==> src/rtl/rcc_pkg.sv <==
package rcc_pkg;
  localparam int unsigned FLAG_N = 5;
  // flag vector order (MSB first): power-on, soft power-on, soft ext, button power-on, button ext
  localparam int unsigned F_POR      = 4;
  localparam int unsigned F_SOFT_POR = 3;
  localparam int unsigned F_SOFT_EXT = 2;
  localparam logic [FLAG_N-1:0] CLR_ON_ONE = 5'b10011;
  localparam logic [FLAG_N-1:0] SET_ON_ONE = 5'b01100;
  localparam logic [FLAG_N-1:0] LOAD_VAL   = 5'b10000;
endpackage

==> src/rtl/rcc_decode.sv <==
module rcc_decode #(
  parameter int unsigned ADDR_W = 16,
  parameter logic [ADDR_W-1:0] BASE = 16'hF020
) (
  input  logic [ADDR_W-1:0] addr,
  input  logic              wr_en,
  input  logic              rd_en,
  output logic              live_wr,
  output logic              live_rd
);
  localparam int unsigned WIN_LSB = 3;
  logic in_win;
  assign in_win  = (addr[ADDR_W-1:WIN_LSB] == BASE[ADDR_W-1:WIN_LSB]);
  assign live_wr = wr_en & in_win & addr[2];
  assign live_rd = rd_en & in_win & addr[2];
endmodule

==> src/rtl/rcc_flags.sv <==
module rcc_flags
  import rcc_pkg::*;
(
  input  logic              clk,
  input  logic              pwr_up,
  input  logic              rst,
  input  logic              live_wr,
  input  logic [FLAG_N-1:0] wflags,
  output logic [FLAG_N-1:0] flags_q,
  output logic              fire
);
  logic seen_q;

  assign fire = live_wr & ~rst & |(wflags & SET_ON_ONE);

  always_ff @(posedge clk) begin
    if (pwr_up) begin
      flags_q <= '0;
      seen_q  <= 1'b0;
    end else if (rst) begin
      if (!seen_q) flags_q <= LOAD_VAL;
      seen_q <= 1'b1;
    end else if (live_wr) begin
      flags_q <= (flags_q & ~(wflags & CLR_ON_ONE)) | (wflags & SET_ON_ONE);
      if (wflags[F_SOFT_POR]) seen_q <= 1'b0;
    end
  end
endmodule

==> src/rtl/rcc_pulse.sv <==
module rcc_pulse (
  input  logic clk,
  input  logic pwr_up,
  input  logic rst,
  input  logic fire,
  output logic req_q
);
  always_ff @(posedge clk) begin
    if (pwr_up || rst) req_q <= 1'b0;
    else               req_q <= fire;
  end
endmodule

==> src/rtl/rst_cause_reg.sv <==
module rst_cause_reg
  import rcc_pkg::*;
#(
  parameter int unsigned ADDR_W = 16,
  parameter int unsigned DATA_W = 32,
  parameter logic [ADDR_W-1:0] BASE = 16'hF020
) (
  input  logic              clk,
  input  logic              pwr_up,
  input  logic              rst,
  input  logic              wr_en,
  input  logic              rd_en,
  input  logic [ADDR_W-1:0] addr,
  input  logic [DATA_W-1:0] wdata,
  output logic [DATA_W-1:0] rdata,
  output logic              sys_rst_req
);
  localparam int unsigned PAD_W = DATA_W - FLAG_N;

  logic              live_wr, live_rd, fire;
  logic [FLAG_N-1:0] flags;

  rcc_decode #(.ADDR_W(ADDR_W), .BASE(BASE)) u_dec (
    .addr(addr), .wr_en(wr_en), .rd_en(rd_en),
    .live_wr(live_wr), .live_rd(live_rd)
  );

  rcc_flags u_flags (
    .clk(clk), .pwr_up(pwr_up), .rst(rst), .live_wr(live_wr),
    .wflags(wdata[DATA_W-1 -: FLAG_N]), .flags_q(flags), .fire(fire)
  );

  rcc_pulse u_pulse (
    .clk(clk), .pwr_up(pwr_up), .rst(rst), .fire(fire), .req_q(sys_rst_req)
  );

  always_ff @(posedge clk) begin
    if (pwr_up)       rdata <= '0;
    else if (live_rd) rdata <= {flags, {PAD_W{1'b0}}};
    else              rdata <= '0;
  end
endmodule

==> config.mk <==
export PLATFORM = sky130hd
export DESIGN_NAME = rst_cause_reg
export DESIGN_NICKNAME = d
export VERILOG_FILES = /design/src/rtl/rcc_pkg.sv /design/src/rtl/rcc_decode.sv /design/src/rtl/rcc_flags.sv /design/src/rtl/rcc_pulse.sv /design/src/rtl/rst_cause_reg.sv
export SDC_FILE = /design/constraint.sdc
export NUM_CORES = 1
export LEC_CHECK = 0
export ABC_CLOCK_PERIOD_IN_PS = 2460
export BUFFER_PORTS_ARGS = -buffer_cell sky130_fd_sc_hd__buf_2
export CAP_MARGIN = 20
export CORE_MARGIN = 10
export CORE_UTILIZATION = 31
export DETAILED_ROUTE_END_ITERATION = 12
export PLACE_DENSITY = 0.79
export SYNTH_ARGS = -nofsm -noshare
export SYNTH_HDL_FRONTEND = slang
export SYNTH_HIERARCHICAL = 1
export SYNTH_SLANG_ARGS = --single-unit
==> constraint.sdc <==
create_clock -name clk -period 2.46 [get_ports clk]
set_clock_uncertainty 0.05 [all_clocks]
set_input_delay 0.369 -clock clk [delete_from_list [all_inputs] [get_ports clk]]
set_output_delay 0.369 -clock clk [all_outputs]
set_load 0.01 [all_outputs]
==> Yosys cells after proc, flatten, opt, wreduce, memory -nomap -nowiden <==
Cells that the tools add are included.
{ "totals": {"reg_bits": 39, "n_memories": 0, "romBits": 0, "ram_bits": 0, "latch_bits": 0, "out_inout_bits": 33} }
{ "classes": {"order_cmp": 0, "div_mod_pow": 0, "n_mul": 0, "eq_ne": 2, "bitwise_logic": 11, "muxes": 6, "n_shift": 0, "n_reduce_logical": 7, "add_sub_neg": 0} }
{ "ops": {"columns": ["op", "n"], "rows": [
  ["two-way mux 5 bit", 3],
  ["== test 13 bit, second input constant", 1],
  ["AND 1 bit", 6],
  ["AND 5 bit", 1],
  ["inverter 5 bit", 1],
  ["OR 5 x 4 -> 5 bit", 1],
  ["AND reduction 2 bit", 2],
  ["nonzero test 2 bit", 2],
  ["OR reduction 2 bit", 2],
  ["two-way mux 1 bit", 3],
  ["inequality test 2 bit, second input constant", 1],
  ["inverter 1 bit", 2],
  ["logical OR 1 bit", 1]
]} }

==> Logic depth before layout (Yosys ltp) <==
Gate-level depths: netlist of the first run.
{ "depth": {"word_depth": 5, "depth_mapped": 5, "ltp_nobuf": 5} }

==> Modules after synthesis <==
Netlist of the first run, hierarchy kept.
{ "by_module_without_submodules": {"columns": ["mod", "area_each_um2", "n_inst", "cells_each"], "rows": [
  ["rst_cause_reg", 350.3, 1, 38],
  ["rcc_flags", 226.5, 1, 24],
  ["rcc_decode", 58.8, 1, 7],
  ["rcc_pulse", 32.5, 1, 2]
]} }

==> Least setup slack after synthesis of the first run <==
No wires, ideal clock.
{ "synth_timing": {"kind": "input port to flip-flop", "startpoint": "in addr[4]", "endpoint": "reg u_flags.flags_q[0]", "slack_ns": 0.635, "cell_stages": 5, "arrival_time_ns": 1.660, "n_path_buf": 0, "setup_time_ns": 0.116, "required_ns": 2.294, "cell_sequence": "or4_4 -> nor4_1 -> nor2b_2 -> nand2_1 -> and3_1"} }
{ "synth_via": {"elab_chain_cells": 5} }
{ "synth_rtl": {"columns": ["element", "line", "rtl"], "rows": [
  ["start: declaration", "rst_cause_reg.sv:13", "input logic [ADDR_W-1:0] addr,"],
  ["== test 13 bit", "rcc_decode.sv:13", "assign in_win = (addr[ADDR_W-1:WIN_LSB] == BASE[ADDR_W-1:WIN_LSB]);"],
  ["AND 1 bit (2 in a row)", "rcc_decode.sv:14", "assign live_wr = wr_en & in_win & addr[2];"],
  ["named net live_wr", "rst_cause_reg.sv:20", "logic live_wr, live_rd, fire;"],
  ["nonzero test 2 bit (no source line)", null, null],
  ["AND reduction 2 bit (no source line)", null, null],
  ["end signal: assignment", "rcc_flags.sv:24", "flags_q <= (flags_q & ~(wflags & CLR_ON_ONE)) | (wflags & SET_ON_ONE);"],
  ["end: declaration", "rcc_flags.sv:9", "output logic [FLAG_N-1:0] flags_q,"]
]} }
The timed path passes the listed nets, and every way through them passes these cells.
A chain may end at the register's enable or synchronous reset.

==> Worst setup path after layout of the first run <==
{ "layout_timing": {"startpoint": "in addr[4]", "endpoint": "reg u_pulse.req_q"} }
{ "layout_via": {"elab_chain_cells": 5} }
{ "layout_rtl": {"columns": ["element", "line", "rtl"], "rows": [
  ["== test 13 bit", "rcc_decode.sv:13", null],
  ["AND 1 bit (2 in a row)", "rcc_decode.sv:14", null],
  ["named net live_wr", "rst_cause_reg.sv:20", null],
  ["AND 1 bit (2 in a row)", "rcc_flags.sv:14", "assign fire = live_wr & ~rst & |(wflags & SET_ON_ONE);"],
  ["named net fire", "rst_cause_reg.sv:20", null],
  ["end signal: assignment", "rcc_pulse.sv:10", "else req_q <= fire;"],
  ["end: declaration", "rcc_pulse.sv:6", "output logic req_q"]
]} }
The timed path passes the listed nets, and every way through them passes these cells.

==> results of run 1 <==
==> Yosys cell counts <==
cell       n
o21a_1     1
or4_4      1
nand2_1    3
a21oi_1    1
a22oi_1    2
conb_1     1
nor2b_2    2
nor2_1     5
or3b_2     2
buf_4     27
a211oi_2   1
and3_1     2
nand4b_1   2
and3b_1    5
nor3b_2    1
dfxtp_1   12
nand2b_1   1
nor4_1     2
==> through the flow <==
stage / utilization, % / setup slack, ns / power [mW] / hold WS (ns)
after detailed placement: 37.1 / 0.329 / 0.253 / 0.418
after floorplan: - / 0.635 / 0.262 / 0.384
after CTS: 38.9 / 0.633 / 0.411 / 0.211
after global routing: 38.9 / 0.488 / 0.429 / 0.222
final: 38.9 / 0.622 / 0.411 / 0.210
after global placement: 37.1 / 0.373 / 0.252 / 0.409
==> power by group through the flow <==
stage | Sequential [mW] | Clock, mW | Combinational [mW]
global route | 0.198 | 0.171 | 0.0598
floorplan | 0.202 | 0 | 0.0599
global placement | 0.202 | 0 | 0.0496
finish | 0.198 | 0.160 | 0.0533
detailed placement | 0.202 | 0 | 0.0509
CTS | 0.198 | 0.163 | 0.0510
==> flip-flops by register name (all words and copies together) (netlist names) <==
register and cells:
rdata 5, u_flags/flags_q 5, u_flags/seen_q 1, u_pulse/req_q 1
==> path summary, 6_finish.rpt <==
check | endpoint | start
worst max-delay path | u_pulse/req_q | addr[4]
worst min-delay path | u_flags/flags_q[4] | wdata[31]
worst max register to register | u_flags/flags_q[1] | u_flags/seen_q
worst min register to register | u_flags/flags_q[0] | u_flags/flags_q[0]
==> final cells by class <==
class | count | share of cell area [%]
repair buffers | 29 | 18.6
clock buffers | 4 | 4.66
well taps | 27 | 4.34
multi-input cells | 58 | 41.5
flip-flops and latches | 12 | 30.9
==> per-layer routing <==
layer	vias up	share of wire [%]	global-route usage (%)
met5	-	0	0
met1	225	39	6.84
met3	3	9.6	2.88
li1	251	-	-
met2	34	50	12.1
met4	0	1.5	3.14
==> worst max-delay path, cell delays in order <==
cell and delay [ns]:
buf_2 0.10, or4_4 0.52, nor4_1 0.33, nor2b_2 0.36, o21a_1 0.16, nor3b_2 0.15
==> kinds of logic after synthesis <==
logic type,share of synthesized area [%]
buffers and inverters,30.3
AOI/OAI and AO/OA,5.99
DFF,36.0
and+or+nand+nor,27.2
other,0.561
==> metrics.cfg, run 1 <==
[clocking]
cts.sinks = 12
cts_resized = 0
cts-htree-levels = 1
insertion_delay_ns = 0.28
cts_tree = done
clock_tree.buffer_depth = 2
clk_pin_slew_ns = 0.08
cts_setup_buffers = 0
cts_buffers = 3
hold_buffers = 0
ctsRootBufferMaster = clkbuf_4

[sta]
max_freq_mhz = 544
period_needed_ns = 1.84
tightest_slew_ns = 0.626
tns_ns = 0
hold_violations = 0
slew_headroom_pct = 57.9
min_period_over_period_pct = 74.7
slew_violations = 0
setup_viol = 0
grt_setup_unrepaired = false

[synth]
syn_area_sq_um = 668
yosysWarnings = 6
synth.distinct_cells = 18
yosysTopAreaCell = dfxtp_1
netlist_instances = 71
syn_avg_cell_area_sq_um = 9.41
synth.top_cell.area_share_pct = 36.0
synth.top_cells.by_area = dfxtp_1 36%, buf_4 30%, and3b_1 6.6%
ys_seq_area_share_pct = 36.0
ys_ff_latch = 12

[layout]
stdcell_count = 130
layout_common_cells = 29 x buf_2, 27 x conb_1, 12 x dfxtp_1, 5 x and3b_1, 5 x nor2_1
fillers = 230
antennaDiodeCount = 0
synthToLayoutAreaGrowth_pct = 16.5
nNetsFinal = 157
layout-drive-gt1-share_pct = 38.8
final_common_cell = buf_2
regArea_sq_um = 240
multiInputGateArea_sq_um = 323
stdcell_area_sq_um = 778

[critical_path]
cp-end-kind = register
crit_required_ns = 2.62
criticalPathCategory = input pin to register
cp-start-kind = input pin
worst_ep_arrival_time_ns = 2.00
rrSetupSlack_ns = 1.60
r2r_cells = 3
cp_max_fo = 6

[routing]
drt_iter0_drc = 7
ant_nets = 0
finalWirelength_mm = 1.64
num_vias = 513
drc = 0
via_per_inst = 3.95
detail_route.wl_per_cell_um = 12.6
drt_first_pass_iters = 4

[placed_design]
place_congestion = 0.707
placed_cell_area_sq_um = 742
io_buffers = 29
hpwlAfterDp_mm = 1.46
dpl.cell_count = 126

[hold_path]
holdPathStages = 2
hold_class = input pin to register

[global_routing]
antenna_found_initial = 0
grt-ovfl-total = 0
track_usage_pct = 6.87
grt_pass1_wl_mm = 2.46
grt_pass1_vias = 602
grt_max_degree = 12

[floorplan]
die_area_sq_um = 4410
ios = 86
start_util_pct = 33.4
die_w_um = 66.4
core_sq_um = 2000
dieHeight_um = 66.4
placementRows = 16

[pwr]
p_leak_nw = 0.416
power.share.clock_pct = 38.9
switching_share_pct = 25.5
ir_drop_v = 0.000189
p_switching_uw = 105
p_seq_share_pct = 48.1
intPower_uw = 306
p_comb_share_pct = 13.0
powerDensity_nw_per_um2 = 528

[run_status]
status = finished clean

[flow_run]
maxCapViolCount = 0

No activity file was read; power rests on OpenSTA's default activity.
==> run 2: changes to the inputs <==
--- a/config.mk
+++ b/config.mk
@@ -5,13 +5,14 @@
 export SDC_FILE = /design/constraint.sdc
 export NUM_CORES = 1
 export LEC_CHECK = 0
-export ABC_CLOCK_PERIOD_IN_PS = 2460
+export ABC_AREA = 1
+export ABC_CLOCK_PERIOD_IN_PS = 1500
 export BUFFER_PORTS_ARGS = -buffer_cell sky130_fd_sc_hd__buf_2
 export CAP_MARGIN = 20
 export CORE_MARGIN = 10
-export CORE_UTILIZATION = 31
+export CORE_UTILIZATION = 28
 export DETAILED_ROUTE_END_ITERATION = 12
-export PLACE_DENSITY = 0.79
+export PLACE_DENSITY = 0.74
 export SYNTH_ARGS = -nofsm -noshare
 export SYNTH_HDL_FRONTEND = slang
 export SYNTH_HIERARCHICAL = 1
==> constraint.sdc (replaced) <==
create_clock -name clk -period 1.5 [get_ports clk]
set_clock_uncertainty 0.05 [all_clocks]
set_input_delay 0.225 -clock clk [delete_from_list [all_inputs] [get_ports clk]]
set_output_delay 0.225 -clock clk [all_outputs]
set_load 0.01 [all_outputs]
==> metrics.cfg, run 2 <==
[global_routing]
grt_max_degree = 8  ; -4
grt_pass1_vias = 597  ; -0.83%
track_usage_pct = 5.84  ; -1.0 points
antenna_found_initial = 0  ; unchanged
grt-ovfl-total = 0  ; unchanged
grt_pass1_wl_mm = 2.42  ; -1.7%

[clocking]
clock_tree.buffer_depth = 2  ; unchanged
cts_resized = 0  ; unchanged
cts.sinks = 12  ; unchanged
cts-htree-levels = 1  ; unchanged
cts_setup_buffers = 0  ; unchanged
hold_buffers = 0  ; unchanged
ctsRootBufferMaster = clkbuf_4
cts_tree = done
insertion_delay_ns = 0.27  ; about the same
cts_buffers = 3  ; unchanged
clk_pin_slew_ns = 0.08  ; about the same

[synth]
syn_area_sq_um = 684  ; +2.4%
yosysWarnings = 6  ; unchanged
synth.distinct_cells = 13  ; -5
synth_ff_type = dfxtp_1
netlist_instances = 95  ; +34%
synth_commonest_cells = 27 x buf_4, 16 x inv_1, 13 x nand2_1
synth.top_cell.area_share_pct = 35.1  ; -0.85 points
synthArstFlopShare_pct = 0  ; unchanged
ys_ff_latch = 12  ; unchanged
ys_seq_area_share_pct = 35.1  ; -0.85 points
syn_avg_cell_area_sq_um = 7.20  ; -23%
synth.top_cells.by_area = dfxtp_1 35%, buf_4 30%, inv_1 8.8%
synthMostInstantiatedCell = buf_4
yosysTopAreaCell = dfxtp_1
synth_enable_flop_cells = 0  ; unchanged

[critical_path]
cp_max_fo = 5  ; -1
r2r_end = u_flags/flags_q[1]
crit_end = u_pulse/req_q
cp-end-kind = register
criticalPathCategory = input pin to register
r2r-start = u_flags/seen_q
worst_ep_arrival_time_ns = 1.29  ; -0.71 ns
rrSetupSlack_ns = 0.66  ; -0.94 ns
cp-start-kind = input pin
r2r_cells = 4  ; +1
crit_required_ns = 1.66  ; -0.96 ns
critical_path.startpoint = addr[8]

[layout]
top_regs = rdata: 5 flops, u_flags/flags_q: 5 flops
antennaDiodeCount = 0  ; unchanged
final_common_cell = buf_2
layout_common_cells = 29 x buf_2, 27 x conb_1, 16 x inv_1, 13 x nand2_1, 12 x dfxtp_1
synthToLayoutAreaGrowth_pct = 16.3
fillers = 235  ; +2.2%
multiInputGateArea_sq_um = 279  ; -14%
nNetsFinal = 181  ; +15%
regArea_sq_um = 240  ; unchanged
layout-drive-gt1-share_pct = 29.1  ; -9.7 points

[sta]
min_period_over_period_pct = 75.4
hold_violations = 0  ; unchanged
tns_ns = 0  ; unchanged
setup_viol = 0  ; unchanged
grt_setup_unrepaired = false
max_freq_mhz = 884
slew_violations = 0  ; unchanged
period_needed_ns = 1.13

[routing]
num_vias = 548  ; +6.8%
drc = 0  ; unchanged
ant_nets = 0  ; unchanged
via_per_inst = 3.54  ; -10%
drt_iter0_drc = 39  ; +32
drt_first_pass_iters = 5  ; +1
detail_route.wl_per_cell_um = 10.0  ; -21%
finalWirelength_mm = 1.55  ; -5.7%

[floorplan]
die_w_um = 69.4  ; +4.5%
dieHeight_um = 69.4  ; +4.5%
ios = 86  ; unchanged
die_area_sq_um = 4820  ; +9.3%
start_util_pct = 30.1  ; -3.3 points
placementRows = 17  ; +1
core_sq_um = 2280  ; +14%

[pwr]
p_leak_nw = 0.432  ; +3.9%
power_uw = 666  ; +62%
ir_drop_v = 0.000309  ; +63%
powerDensity_nw_per_um2 = 837  ; +58%

[placed_design]
place_congestion = 0.744  ; +5.2%
io_buffers = 29  ; unchanged
hpwlAfterDp_mm = 1.37  ; -6.5%

[flow_run]
maxCapViolCount = 0  ; unchanged

[hold_path]
holdPathStages = 2  ; unchanged
hold_class = input pin to register

[run_status]
status = finished clean

## run 2: critical path, cell delays in order
cell	delay, ns
buf_2	0.10
nor2_1	0.09
nand3_1	0.11
nor3_1	0.24
inv_1	0.10
nor2_4	0.13
nand2_1	0.09
nand2_1	0.07
nand2_1	0.06
nor2_2	0.07
## run 2: worst min-delay path by stage
stage	start	to	slack [ns]
4_1_cts	wdata[27]	u_flags/flags_q[0]	0.07
5_1_grt	wdata[27]	u_flags/flags_q[0]	0.06
2_1_floorplan	rst	u_pulse/req_q	0.24
3_5_place_dp	wdata[27]	u_flags/flags_q[0]	0.36
3_3_place_gp	u_flags/flags_q[2]	rdata[29]	0.36
6_report	wdata[27]	u_flags/flags_q[0]	0.07
## run 2: power breakdown
part,total (mW),switching [mW],leakage [nW],internal [mW]
Clock,0.255,0.108,0.0210,0.147
Sequential,0.324,0.00159,0.0972,0.322
Combinational,0.0869,0.0580,0.314,0.0288
Total,0.666,0.168,0.432,0.498
## run 2: cell families after synthesis
logic type | after synthesis | synth area share, %
AO/OA/AOI/OAI | 7 | 5.12
flip-flops | 12 | 35.1
other | 1 | 0.548
buffers and inverters | 43 | 38.4
AND/OR/NAND/NOR | 32 | 20.8
## run 2: layer usage
metal  global-route usage [%]  vias up  share of wire [%]
li1                         -      293                  -
met1                     6.76      220                 46
met2                     8.97       35                 46
met3                     2.14        0                7.9
met4                     3.33        0                  0
met5                        0        -                  0
## run 2: final cells by class
cell class / count / share of cell area (%)
multi-input combinational: 66 / 35.1
timing repair buffer: 29 / 18.2
inverter: 16 / 7.55
sequential: 12 / 30.2
clock buffer: 4 / 4.56
tap: 28 / 4.40
## run 2: per-stage QoR
stage               utilization, %  hold WS, ns  instances  cell area, sq um  setup WS [ns]
floorplan                        -        0.242        121               782          0.330
global placement              33.4        0.365        151               759         0.0884
detailed placement            33.4        0.356        151               759         0.0715
CTS                           35.0       0.0650        155               796          0.356
global route                  35.0       0.0603        155               796          0.205
finish                        35.0       0.0723        155               796          0.369
